`src/rtl/cbr_ref_pkg.sv`:
```
package cbr_ref_pkg;
  typedef enum logic [2:0] {
    SEQ_IDLE,
    SEQ_WAIT,
    SEQ_SETUP,
    SEQ_RASLO,
    SEQ_PRE
  } seq_st_e;

  typedef enum logic [1:0] {
    MODE_PAUSE,
    MODE_INIT,
    MODE_RUN
  } mode_e;
endpackage

```
`src/rtl/cbr_span_ctr.sv`:
```
module cbr_span_ctr #(
  parameter int unsigned LIMIT = 16
) (
  input  logic clk_i,
  input  logic rst_ni,
  input  logic clr_i,
  input  logic en_i,
  output logic hit_o
);
  localparam int unsigned W = (LIMIT > 1) ? $clog2(LIMIT) : 1;
  localparam logic [W-1:0] LAST = W'(LIMIT - 1);

  logic [W-1:0] cnt_q;

  assign hit_o = en_i && !clr_i && (cnt_q == LAST);

  always_ff @(posedge clk_i or negedge rst_ni) begin
    if (!rst_ni)          cnt_q <= '0;
    else if (clr_i)       cnt_q <= '0;
    else if (en_i) begin
      if (cnt_q == LAST)  cnt_q <= '0;
      else                cnt_q <= cnt_q + 1'b1;
    end
  end
endmodule

```
`src/rtl/cbr_debt_ctr.sv`:
```
module cbr_debt_ctr #(
  parameter int unsigned LIMIT = 8
) (
  input  logic                         clk_i,
  input  logic                         rst_ni,
  input  logic                         clr_i,
  input  logic                         inc_i,
  input  logic                         dec_i,
  output logic                         pending_o,
  output logic                         full_o
);
  localparam int unsigned W = $clog2(LIMIT + 1);
  localparam logic [W-1:0] MAXV = W'(LIMIT);

  logic [W-1:0] debt_q;

  assign pending_o = (debt_q != '0);
  assign full_o    = (debt_q == MAXV);

  always_ff @(posedge clk_i or negedge rst_ni) begin
    if (!rst_ni)      debt_q <= '0;
    else if (clr_i)   debt_q <= '0;
    else begin
      unique case ({inc_i, dec_i})
        2'b10:   if (debt_q != MAXV) debt_q <= debt_q + 1'b1;
        2'b01:   if (debt_q != '0)   debt_q <= debt_q - 1'b1;
        default: debt_q <= debt_q;
      endcase
    end
  end
endmodule

```
`src/rtl/cbr_strobe_seq.sv`:
```
module cbr_strobe_seq
  import cbr_ref_pkg::*;
#(
  parameter int unsigned CSR_CYC     = 1,
  parameter int unsigned CHR_CYC     = 1,
  parameter int unsigned RAS_LOW_CYC = 6,
  parameter int unsigned RAS_PRE_CYC = 4
) (
  input  logic clk_i,
  input  logic rst_ni,
  input  logic start_i,
  input  logic row_open_i,
  output logic busy_o,
  output logic done_o,
  output logic ras_n_o,
  output logic cas_n_o
);
  localparam int unsigned M1   = (CSR_CYC > CHR_CYC) ? CSR_CYC : CHR_CYC;
  localparam int unsigned M2   = (RAS_LOW_CYC > RAS_PRE_CYC) ? RAS_LOW_CYC : RAS_PRE_CYC;
  localparam int unsigned MAXC = (M1 > M2) ? M1 : M2;
  localparam int unsigned CW   = $clog2(MAXC + 1);
  localparam logic [CW-1:0] SETUP_LAST = CW'(CSR_CYC - 1);
  localparam logic [CW-1:0] LOW_LAST   = CW'(RAS_LOW_CYC - 1);
  localparam logic [CW-1:0] PRE_LAST   = CW'(RAS_PRE_CYC - 1);
  localparam logic [CW-1:0] HOLD_CNT   = CW'(CHR_CYC);

  seq_st_e       st_q, st_d;
  logic [CW-1:0] cnt_q, cnt_d;

  always_comb begin
    st_d  = st_q;
    cnt_d = cnt_q;
    unique case (st_q)
      SEQ_IDLE:  if (start_i) begin st_d = SEQ_WAIT; cnt_d = '0; end
      SEQ_WAIT:  if (!row_open_i) begin st_d = SEQ_SETUP; cnt_d = '0; end
      SEQ_SETUP: begin
        if (cnt_q == SETUP_LAST) begin st_d = SEQ_RASLO; cnt_d = '0; end
        else cnt_d = cnt_q + 1'b1;
      end
      SEQ_RASLO: begin
        if (cnt_q == LOW_LAST) begin st_d = SEQ_PRE; cnt_d = '0; end
        else cnt_d = cnt_q + 1'b1;
      end
      SEQ_PRE: begin
        if (cnt_q == PRE_LAST) begin st_d = SEQ_IDLE; cnt_d = '0; end
        else cnt_d = cnt_q + 1'b1;
      end
      default: begin st_d = SEQ_IDLE; cnt_d = '0; end
    endcase
  end

  always_ff @(posedge clk_i or negedge rst_ni) begin
    if (!rst_ni) begin
      st_q  <= SEQ_IDLE;
      cnt_q <= '0;
    end else begin
      st_q  <= st_d;
      cnt_q <= cnt_d;
    end
  end

  assign busy_o  = (st_q != SEQ_IDLE);
  assign done_o  = (st_q == SEQ_PRE) && (cnt_q == PRE_LAST);
  assign ras_n_o = !(st_q == SEQ_RASLO);
  assign cas_n_o = !((st_q == SEQ_SETUP) || ((st_q == SEQ_RASLO) && (cnt_q < HOLD_CNT)));
endmodule

```
`src/rtl/cbr_refresh_sched.sv`:
```
module cbr_refresh_sched
  import cbr_ref_pkg::*;
#(
  parameter int unsigned PAUSE_CYC        = 20000,
  parameter int unsigned INIT_CBR_NUM     = 8,
  parameter int unsigned REF_INTERVAL_CYC = 1560,
  parameter int unsigned IDLE_LIMIT_CYC   = 800000,
  parameter int unsigned CSR_CYC          = 1,
  parameter int unsigned CHR_CYC          = 1,
  parameter int unsigned RAS_LOW_CYC      = 6,
  parameter int unsigned RAS_PRE_CYC      = 4,
  parameter int unsigned DEBT_LIMIT       = 8
) (
  input  logic clk_i,
  input  logic rst_ni,
  input  logic row_open_i,
  input  logic access_cycle_i,
  input  logic ref_gnt_i,
  output logic ref_req_o,
  output logic ref_urgent_o,
  output logic ref_busy_o,
  output logic init_done_o,
  output logic ras_n_o,
  output logic cas_n_o
);
  localparam int unsigned IW = (INIT_CBR_NUM > 1) ? $clog2(INIT_CBR_NUM) : 1;
  localparam logic [IW-1:0] INIT_LAST = IW'(INIT_CBR_NUM - 1);

  mode_e         mode_q;
  logic [IW-1:0] init_cnt_q;
  logic          seq_busy, seq_done, seq_start;
  logic          pause_hit, tick, idle_hit, idle_clr;
  logic          debt_pend, debt_full;
  logic          in_run;

  assign in_run = (mode_q == MODE_RUN);

  assign seq_start = !seq_busy &&
                     ((mode_q == MODE_INIT) || (in_run && debt_pend && ref_gnt_i));

  cbr_span_ctr #(.LIMIT(PAUSE_CYC)) u_pause (
    .clk_i (clk_i),
    .rst_ni(rst_ni),
    .clr_i (mode_q != MODE_PAUSE),
    .en_i  (1'b1),
    .hit_o (pause_hit)
  );

  cbr_span_ctr #(.LIMIT(REF_INTERVAL_CYC)) u_interval (
    .clk_i (clk_i),
    .rst_ni(rst_ni),
    .clr_i (!in_run),
    .en_i  (1'b1),
    .hit_o (tick)
  );

  // own refresh activity and controller accesses both count as activity
  assign idle_clr = !in_run || seq_busy || access_cycle_i || seq_start;

  cbr_span_ctr #(.LIMIT(IDLE_LIMIT_CYC)) u_idle (
    .clk_i (clk_i),
    .rst_ni(rst_ni),
    .clr_i (idle_clr),
    .en_i  (1'b1),
    .hit_o (idle_hit)
  );

  cbr_debt_ctr #(.LIMIT(DEBT_LIMIT)) u_debt (
    .clk_i    (clk_i),
    .rst_ni   (rst_ni),
    .clr_i    (!in_run || idle_hit),
    .inc_i    (tick),
    .dec_i    (seq_done && in_run),
    .pending_o(debt_pend),
    .full_o   (debt_full)
  );

  cbr_strobe_seq #(
    .CSR_CYC    (CSR_CYC),
    .CHR_CYC    (CHR_CYC),
    .RAS_LOW_CYC(RAS_LOW_CYC),
    .RAS_PRE_CYC(RAS_PRE_CYC)
  ) u_seq (
    .clk_i     (clk_i),
    .rst_ni    (rst_ni),
    .start_i   (seq_start),
    .row_open_i(row_open_i),
    .busy_o    (seq_busy),
    .done_o    (seq_done),
    .ras_n_o   (ras_n_o),
    .cas_n_o   (cas_n_o)
  );

  always_ff @(posedge clk_i or negedge rst_ni) begin
    if (!rst_ni) begin
      mode_q     <= MODE_PAUSE;
      init_cnt_q <= '0;
    end else begin
      unique case (mode_q)
        MODE_PAUSE: if (pause_hit) begin
          mode_q     <= MODE_INIT;
          init_cnt_q <= '0;
        end
        MODE_INIT: if (seq_done) begin
          if (init_cnt_q == INIT_LAST) mode_q <= MODE_RUN;
          else                         init_cnt_q <= init_cnt_q + 1'b1;
        end
        MODE_RUN: if (idle_hit) begin
          mode_q     <= MODE_INIT;
          init_cnt_q <= '0;
        end
        default: mode_q <= MODE_PAUSE;
      endcase
    end
  end

  assign ref_req_o    = in_run && !seq_busy && debt_pend;
  assign ref_urgent_o = debt_full;
  assign ref_busy_o   = seq_busy;
  assign init_done_o  = in_run;
endmodule

```
`config.mk`:
```
export PLATFORM = sky130hd
export DESIGN_NAME = cbr_refresh_sched
export DESIGN_NICKNAME = d
export VERILOG_FILES = /design/src/rtl/cbr_ref_pkg.sv /design/src/rtl/cbr_span_ctr.sv /design/src/rtl/cbr_debt_ctr.sv /design/src/rtl/cbr_strobe_seq.sv /design/src/rtl/cbr_refresh_sched.sv
export SDC_FILE = /design/constraint.sdc
export NUM_CORES = 1
export LEC_CHECK = 0
export CORE_UTILIZATION = 39
export CTS_BUF_LIST = sky130_fd_sc_hd__clkbuf_8 sky130_fd_sc_hd__clkbuf_16
export CTS_CLUSTER_SIZE = 20
export DETAILED_ROUTE_END_ITERATION = 7
export PLACE_DENSITY = 0.61
export SLEW_MARGIN = 20
export SYNTH_ARGS = -nofsm -noshare
export SYNTH_HDL_FRONTEND = slang
export SYNTH_SLANG_ARGS = --single-unit
```
`constraint.sdc`:
```
create_clock -name clk_i -period 4.1 [get_ports clk_i]
set_input_delay 1.23 -clock clk_i [delete_from_list [all_inputs] [get_ports clk_i]]
set_output_delay 1.23 -clock clk_i [all_outputs]
set_load 0.01 [all_outputs]
```
==> results.md, run 1 <==
Synth:
- The average cell area after synthesis is about 9.7 um2.
- The cell area after synthesis is roughly 3300 um2.
- Of the synthesized area, sequential elements account for 46.46%.
- The number of instances in the synthesized netlist is about 340.
- The Yosys step of the flow raised 0 warnings.
- The most common cell in the synthesized netlist is dfrtp_1.
- Counting distinct cell types in the post-synthesis netlist gives between 40 and 50.
- Of all flip-flops after synthesis, the portion carrying an async set or reset was 100.0%.
- The number of synthesized flops with an enable pin is 0.
- The area share of the largest cell type after synthesis is 46.46%.
- The post-synthesis net count is 357.
- By count the netlist is led by dfrtp_1, nor2_1, nand2_1.
- The flip-flop and latch count after synthesis is ~60.
- The leading area contributor after synthesis is dfrtp_1.
- After synthesis, the cell types taking the most area are dfrtp_1, ha_1, xor2_1, nor2_1, xnor2_1.
- The most instantiated flip-flop cell in the synthesis netlist is dfrtp_1.

Setup path:
- The signal on the critical path passes through nor3_1 -> o311a_1 -> clkdlybuf4s50_1.
- The reg-to-reg setup timing slack is roughly 1000 ps.
- The largest fanout on the critical path is 15.
- The critical setup path kind is reg -> out.
- Among all stages on the critical path, the largest delay is contributed by dfrtp_1.
- The critical register-to-register path endpoint is u_debt.debt_q[3].
- STA puts the critical path data required time at around 2900 ps.
- On the worst path, the slowest cell contributes a delay of 530 ps.
- The worst register-to-register path begins at u_interval.cnt_q[0].
- The worst setup path is launched from a register.
- Measured in cells, the most critical reg-to-reg path has a length of 9.
- The arrival time at the worst endpoint is ~2000 ps.
- The critical path endpoint category is an output pin.

Detailed routing:
- The vias per cell is 5.313.
- The final route contains ~2,500 vias.
- The detail route stage leaves a number of antenna-violating nets equal to 0.
- In the final routed layout, each cell accounts on average for 13.01 um.
- The initial detailed-routing violation count is just over 70.
- The first TritonRoute pass finished after 4 iterations.
- After detailed routing, the number of remaining DRC violations is 0.
- For this block, the routed nets add up to between 6 and 7 mm of wire.

Clock network:
- Clock tree synthesis found a total of about 60 sinks.
- The post-CTS repair timing setup buffer count is 0.
- The clock tree synthesis step divided the H-tree into 3 levels.
- The number of gates given a new drive strength after cts is 0.
- The maximum root-to-sink buffer count is 2.
- After clock tree synthesis, the clock-pin slew on the worst setup and hold paths is about 60 ps.
- The tree is rooted in a clkbuf_8.
- Buffers inserted during clock tree synthesis total 9.
- For the worst-skew pair, the clock arrives at the later sink with an insertion delay of around 330 ps.
- The CTS tree is built.
- Buffers inserted to repair hold after CTS numbered 0.

Floorplan:
- The die width is 93.79 um.
- The count of boundary I/O pins is 11.
- The area of the core region is between 8000 and 9000 um2.
- The floorplan has 33 rows.
- The die covers 8796 um2.
- In this run the vertical extent of the chip is approximately 94 um.
- Once the floorplan was initialized, standard cells occupied between 40% and 50% of the core.

Hold path:
- The launch point of the worst hold path is u_pause.cnt_q[0].
- Counting instances, the worst hold path has a depth of 1.
- The worst min-delay path class is reg -> reg.
- The end of the worst hold path is u_pause.cnt_q[0].

STA:
- The ratio of final minimum period to clock period is 79.21%.
- For the pin with the worst max-slew slack, the measured transition is 813.9 ps.
- The largest clock skew in the final design is 4.013 ps.
- The worst slew slack as a fraction of its limit is a little under half.
- The worst path in the final design needs a cycle of approximately 3200 ps, including I/O delays and setup.
- Across all setup checks in the final design, the least slack found is ~850 ps.
- The count of pins over their slew limit is 0.
- The number of hold violations in the final report came to 0.
- Setup violations remaining at the end of the flow were counted as 0.
- Static timing analysis puts the maximum clock frequency at between 300 and 400 MHz.
- Setup repair after global routing left no endpoint under its margin.
- The final hold slack is slightly below 500 ps.
- Summed over all failing endpoints, the final setup total negative slack is 0 ps.

GRT:
- Global routing finished with a remaining overflow of 0.
- The first global-routing pass estimated ~11 mm of wire.
- Across every metal layer, demand over resource in global routing totals roughly 16%.
- The number of global-route vias before repair is 2,393.
- The maximum number of pins on one net before global-route repair is 35.
- The initial antenna violation count came to 0.

Finish:
- The count of cells in the finished layout, fillers not included, comes to ~460.
- The final standard cell utilization of the core is a little under half.
- The number of antenna diodes in the final layout is 0.
- The area growth from synthesis to layout is 12.22%.
- Cells with a size suffix above 1 make up around 8.4% of the layout.
- For this run, the post-layout net count is around 370.

Power and ir drop:
- The power density over the cells is between 300 and 400 nW/um2.
- The largest vdd supply drop is roughly 0.19 mV.
- In this run the static leakage power is between 1.5 and 2 nW.

Place:
- In this run, placement finished with an instance count of around 450.
- At the end of routability-driven placement, the weighted congestion stood at approximately 0.85.
- The wire-length estimate of the detail-placed layout is ~4.2 mm.
- The post-place setup slack is 1039 ps.
- The count of input and output buffers is 10.

Run:
- Max-cap violations in this run came to 0.

Status:
- The flow ran to the end, and the final reports show no timing, DRC or antenna violations.
critical path, delay by kind of cell (launching register included):
kind | cells | cell delay, ps
AND/OR/NAND/NOR | 1 | 400
flip-flops | 1 | 530
AO/OA/AOI/OAI | 1 | 230
buffers and inverters | 1 | 530
cells in the final DEF, fill, tap and decap left out, drive strengths merged, types with 2 or more instances in the layout:
| cell | n |
|---|---|
| clkdlybuf4s50 | 9 |
| mux2 | 2 |
| nand2 | 23 |
| buf | 2 |
| nand3 | 18 |
| o221ai | 2 |
| or3 | 10 |
| o41ai | 3 |
| or2 | 3 |
| clkinv | 4 |
| dfrtp | 61 |
| clkbuf | 10 |
| nand2b | 3 |
| ha | 14 |
| o31ai | 3 |
| o311ai | 4 |
| nor3 | 11 |
| and2 | 2 |
| inv | 16 |
| or4b | 2 |
| and3 | 4 |
| nor4 | 3 |
| nand4 | 14 |
| nor2 | 44 |
| o22ai | 3 |
| or4 | 2 |
| and4 | 5 |
| xor2 | 19 |
| nor4b | 4 |
| xnor2 | 16 |
| a21oi | 15 |
| o21ai | 12 |
| nor4bb | 3 |
worst max-delay path by stage:
stage / start / to / slack, ps / cells after the start
2_1_floorplan: u_interval.cnt_q[0] / u_debt.debt_q[3] / 1220 / 9
3_3_place_gp: u_interval.cnt_q[0] / u_debt.debt_q[3] / 1100 / 9
3_5_place_dp: u_interval.cnt_q[0] / u_debt.debt_q[3] / 1040 / 9
4_1_cts: u_seq.st_q[0] / ref_req_o / 820 / 3
5_1_grt: u_seq.st_q[0] / ref_req_o / 720 / 3
6_report: u_seq.st_q[0] / ref_req_o / 850 / 3
logic make-up (layout without fill, tap and decap cells):
kind of cell | count (synthesis) | count (layout) | share of synthesized area [%]
flops | 61 | 61 | 46.46
mux | 2 | 2 | 0.6854
compound gates | 50 | 50 | 9.902
buf+inv | 21 | 42 | 2.437
xor+xnor | 35 | 35 | 9.330
simple gates | 155 | 155 | 25.86
fa+ha+maj | 14 | 14 | 5.331
through the flow:
| step | cell area, um2 | total power [mW] |
|---|---|---|
| 5_1_grt | 3687 | 1.197 |
| 3_5_place_dp | 3496 | 0.6449 |
| 2_1_floorplan | 3286 | 0.6259 |
| 6_report | 3687 | 1.145 |
| 3_3_place_gp | 3496 | 0.6445 |
| 4_1_cts | 3687 | 1.169 |
layer usage:
layer	global-route usage (%)	vias to the layer above	routed length [um]
li1	-	1250	-
met3	2.670	9	113
met5	0	-	0
met2	24.51	19	2809
met4	7.308	0	100
met1	20.63	1187	3014
state kept, by name (all words and copies together) (netlist names):
name	count
u_idle.cnt_q	20
u_seq.st_q	3
u_interval.cnt_q	11
u_seq.cnt_q	3
mode_q	2
init_cnt_q	3
u_debt.debt_q	4
u_pause.cnt_q	15
area by class of cell:
type                            count  area [um2]
Tap cell                          105       131.4
Multi-Input combinational cell    256        1679
Sequential cell                    61        1526
Fill cell                         783        4488
Clock buffer                       10       137.6
Clock inverter                      6       53.80
Timing Repair Buffer               11       102.6
Inverter                           15       56.30
where the power goes:
part	switching [mW]	internal (mW)	leakage, nW
sequential	0.00283	0.604	0.809
combinational	0.0182	0.00683	0.594
clock	0.223	0.290	0.107
Note: power is estimated with default switching activity, not from simulation.
==> run 2, diff against run 1 <==
--- a/config.mk
+++ b/config.mk
@@ -9,7 +9,7 @@
 export CTS_BUF_LIST = sky130_fd_sc_hd__clkbuf_8 sky130_fd_sc_hd__clkbuf_16
 export CTS_CLUSTER_SIZE = 20
 export DETAILED_ROUTE_END_ITERATION = 7
-export PLACE_DENSITY = 0.61
+export PLACE_DENSITY = 0.63
 export SLEW_MARGIN = 20
 export SYNTH_ARGS = -nofsm -noshare
 export SYNTH_HDL_FRONTEND = slang
==> constraint.sdc (replaced) <==
create_clock -name clk_i -period 2.73 [get_ports clk_i]
set_input_delay 0.819 -clock clk_i [delete_from_list [all_inputs] [get_ports clk_i]]
set_output_delay 0.819 -clock clk_i [all_outputs]
set_load 0.01 [all_outputs]
==> run 2 against run 1 <==
Net effect:
- flip-flop and latch count unchanged
- cell count is 3.4% higher
- utilization up 2.7 points
- die area unchanged
- critical path depth increased by 7
- non-clock buffer count up 18
- hold slack better by 2.2 ps
- global-route usage increased by 0.21 points
- critical path type is now reg -> reg
- largest cell class unchanged
- largest power group unchanged
- highest routed layer unchanged
==> results.md, run 2 (synthesis gave the netlist of run 1 again) <==
Status:
- The flow ran to the end, and the final reports show no timing, DRC or antenna violations.

Finish:
- The final net count is a little under 400.
- The cell area after layout is about 4000 um2.
- The area growth from synthesis to layout is 19.04%.
- The number of flip-flops under the largest register name is 20.
- The largest registers in the layout are u_idle.cnt_q (20), u_pause.cnt_q (15), u_interval.cnt_q (11).
- More flip-flops sit in one register than any other, and that register is u_idle.cnt_q.
- The fraction of final layout cells with drive strength greater than 1 is between 15 and 20%.
- 0 antenna diodes ended up in the layout.
- The top cell types in the final layout, fill and taps aside, are dfrtp_1, nor2_1, nand2_1.
- The leading cell type in the layout, fill and taps excluded is dfrtp_1.
- After filler insertion, the fill cell instance count of the layout stands at 779.
- The finished layout holds 480 standard cells, fillers aside.

Clock network:
- After clock tree synthesis, the clock-pin slew on the worst setup and hold paths is 70 ps.
- TritonCTS built the clock tree.
- The buffer type at the clock tree root is clkbuf_8.
- The number of H-tree levels is 3.
- The clock reaches the later pin of the worst-skew pair after about 340 ps.
- The number of buffers created by CTS is 9.
- Counting along the longest clock path gives a buffer depth of 2.
- For this design, the CTS-stage hold fixing added 0 buffers.
- The clock net sink count is about 60.

Setup path:
- The critical path goes through ha_2 -> ha_1 -> and4bb_2 -> nand2_2 -> inv_1 -> ha_2 -> mux2_2 -> a21o_1 -> or4b_2 -> a21oi_1.
- The length in cells of the worst reg-to-reg path is 10.
- STA puts the critical path data required time at 2990 ps.
- The cell with the largest stage delay on the worst path is or4b_2.
- The highest cell delay on the worst timing path is roughly 630 ps.
- The critical path is of the reg -> reg type.
- The startpoint kind of the worst setup timing path is a register.
- The worst register-to-register path ends at u_debt.debt_q[3].
- STA puts the critical path data arrival time at between 2000 and 3000 ps.
- The most numerous cell type found on the critical path is ha_2.
- The setup check on the worst reg-to-reg path leaves a slack of 120 ps.
- In this run the critical register-to-register path is launched from u_seq.cnt_q[0].
- The largest fanout on the critical path is 3.
- The critical path endpoint category is a register.

STA:
- The number of hold violations in the final report is 0.
- In the finished design, the share of the clock period the worst path needs comes to around 96%.
- The count of pins over their slew limit was 0.
- Setup total negative slack on the finished layout was measured at 0 ps.
- Setup repair after global routing left no endpoint under its margin.
- The largest clock skew in the final design is approximately 11 ps.
- Setup violations remaining at the end of the flow were counted as 0.
- Timing would allow up to about 380 MHz.
- After layout, the minimum clock period comes to between 2000 and 3000 ps.
- For the pin with the worst max-slew slack, the measured transition is 739.4 ps.
- Measured against its own limit, the worst slew margin works out to 50.08%.

GRT:
- The initial antenna violation count is 0.
- The maximum number of pins on one net before global-route repair is slightly above 60.
- Across every metal layer, demand over resource in global routing totals about 16%.
- The number of global-route vias before repair is 2,380.
- The overflow left after global routing is 0.
- The first global-routing pass estimated roughly 11 mm of wire.

Floorplan:
- The area of the core region is just over 8000 um2.
- The count of boundary I/O pins is 11.
- The initialized floorplan defines 33 standard-cell rows.
- From left edge to right edge, the die measures 93.79 um.
- The floorplan die area is between 8000 and 9000 um2.
- For this configuration, the core starts out at a cell density of roughly 40%.
- The floorplan step set the die height to 93.79 um.

Detailed routing:
- The number of antenna-violating nets in the routed design is 0.
- The vias per cell is between 5 and 6.
- The first routing iteration left 65 violations.
- The number of detailed-route iterations in the first pass is 4.
- The via count is about 2,500.
- Dividing the detail-routed wire length by the instance count gives ~13 um.
- After detailed routing, the number of remaining DRC violations is 0.
- After detailed routing, the total wire length is ~6.2 mm.

Hold path:
- The worst min-delay path class is in -> async.

Run:
- Across the run, the number of max-cap violations was 0.

Place:
- The instance area after placement is roughly 3600 um2.
- The count of input and output buffers is 10.
- Detailed placement ended at an HPWL of approximately 4.3 mm.
- In this run, placement finished with an instance count of between 400 and 500.
- The final weighted congestion in routability-driven placement is 0.8496.

Power and ir drop:
- Across the VDD grid, the largest voltage drop is 0.2787 mV.
- The final total power is approximately 1.8 mW.
- The power density over the cells is ~460 nW/um2.
- Summed over all cells, the static leakage comes to around 1.6 nW.
-- run 2: area by class of cell --
class / count / area, um2 / area share, %
inverters: 15 / 56.30 / 1.440
clock inverters: 5 / 78.83 / 2.015
well taps: 105 / 131.4 / 3.359
repair buffers: 29 / 252.7 / 6.462
clock buffers: 9 / 123.9 / 3.167
multi-input cells: 256 / 1739 / 44.47
flip-flops and latches: 61 / 1529 / 39.09
-- run 2: worst max-delay path by stage --
stage                        startpoint                to  slack, ps  cells after the start
detailed placement  u_interval.cnt_q[9]  u_debt.debt_q[3]        -20                      8
floorplan           u_interval.cnt_q[0]  u_debt.debt_q[3]          9                      9
CTS                 u_interval.cnt_q[3]  u_debt.debt_q[3]        -10                      8
global placement    u_interval.cnt_q[8]  u_debt.debt_q[3]         60                      8
finish                   u_seq.cnt_q[0]  u_debt.debt_q[3]        120                     10
global route             u_seq.cnt_q[0]  u_debt.debt_q[3]         10                     10
-- run 2: what timing repair did --
| action | in CTS | in global routing |
|---|---|---|
| buffers inserted | 0 | 3 |
| gates resized for setup | 2 | 11 |
| endpoints found under the setup margin | 3 | 4 |
| pin swaps | 0 | 5 |
-- run 2: power by group --
part           switching (mW)  internal (mW)  total, mW
combinational          0.0275         0.0123     0.0398
clock                   0.331          0.500      0.831
sequential            0.00442          0.907      0.912
-- run 2: critical path: cells and delay by family (launching register included) --
family / cells / cell delay, ps
AO/OA/AOI/OAI: 2 / 310
adder cells (fa/ha/maj): 3 / 560
buffers and inverters: 1 / 60
flip-flops: 1 / 390
multiplexers: 1 / 270
AND/OR/NAND/NOR: 3 / 960
-- run 2: routing by layer --
layer / routed length, um / track usage [%] / vias up
li1: - / - / 1279
met3: 175 / 5.097 / 8
met2: 2901 / 25.36 / 23
met5: 0 / 0 / -
met4: 77 / 5.385 / 0
met1: 3063 / 19.76 / 1216
-- run 2: per-stage QoR --
| step | hold slack [ps] | worst slack (ps) | util (%) |
|---|---|---|---|
| 4_1_cts | 486.7 | -14.23 | 47.17 |
| 3_3_place_gp | 479.2 | 60.12 | 44.55 |
| 6_report | 482.4 | 119.3 | 47.84 |
| 3_5_place_dp | 477.2 | -20.90 | 44.55 |
| 2_1_floorplan | 454.6 | 8.903 | - |
| 5_1_grt | 504.9 | 10.15 | 47.84 |
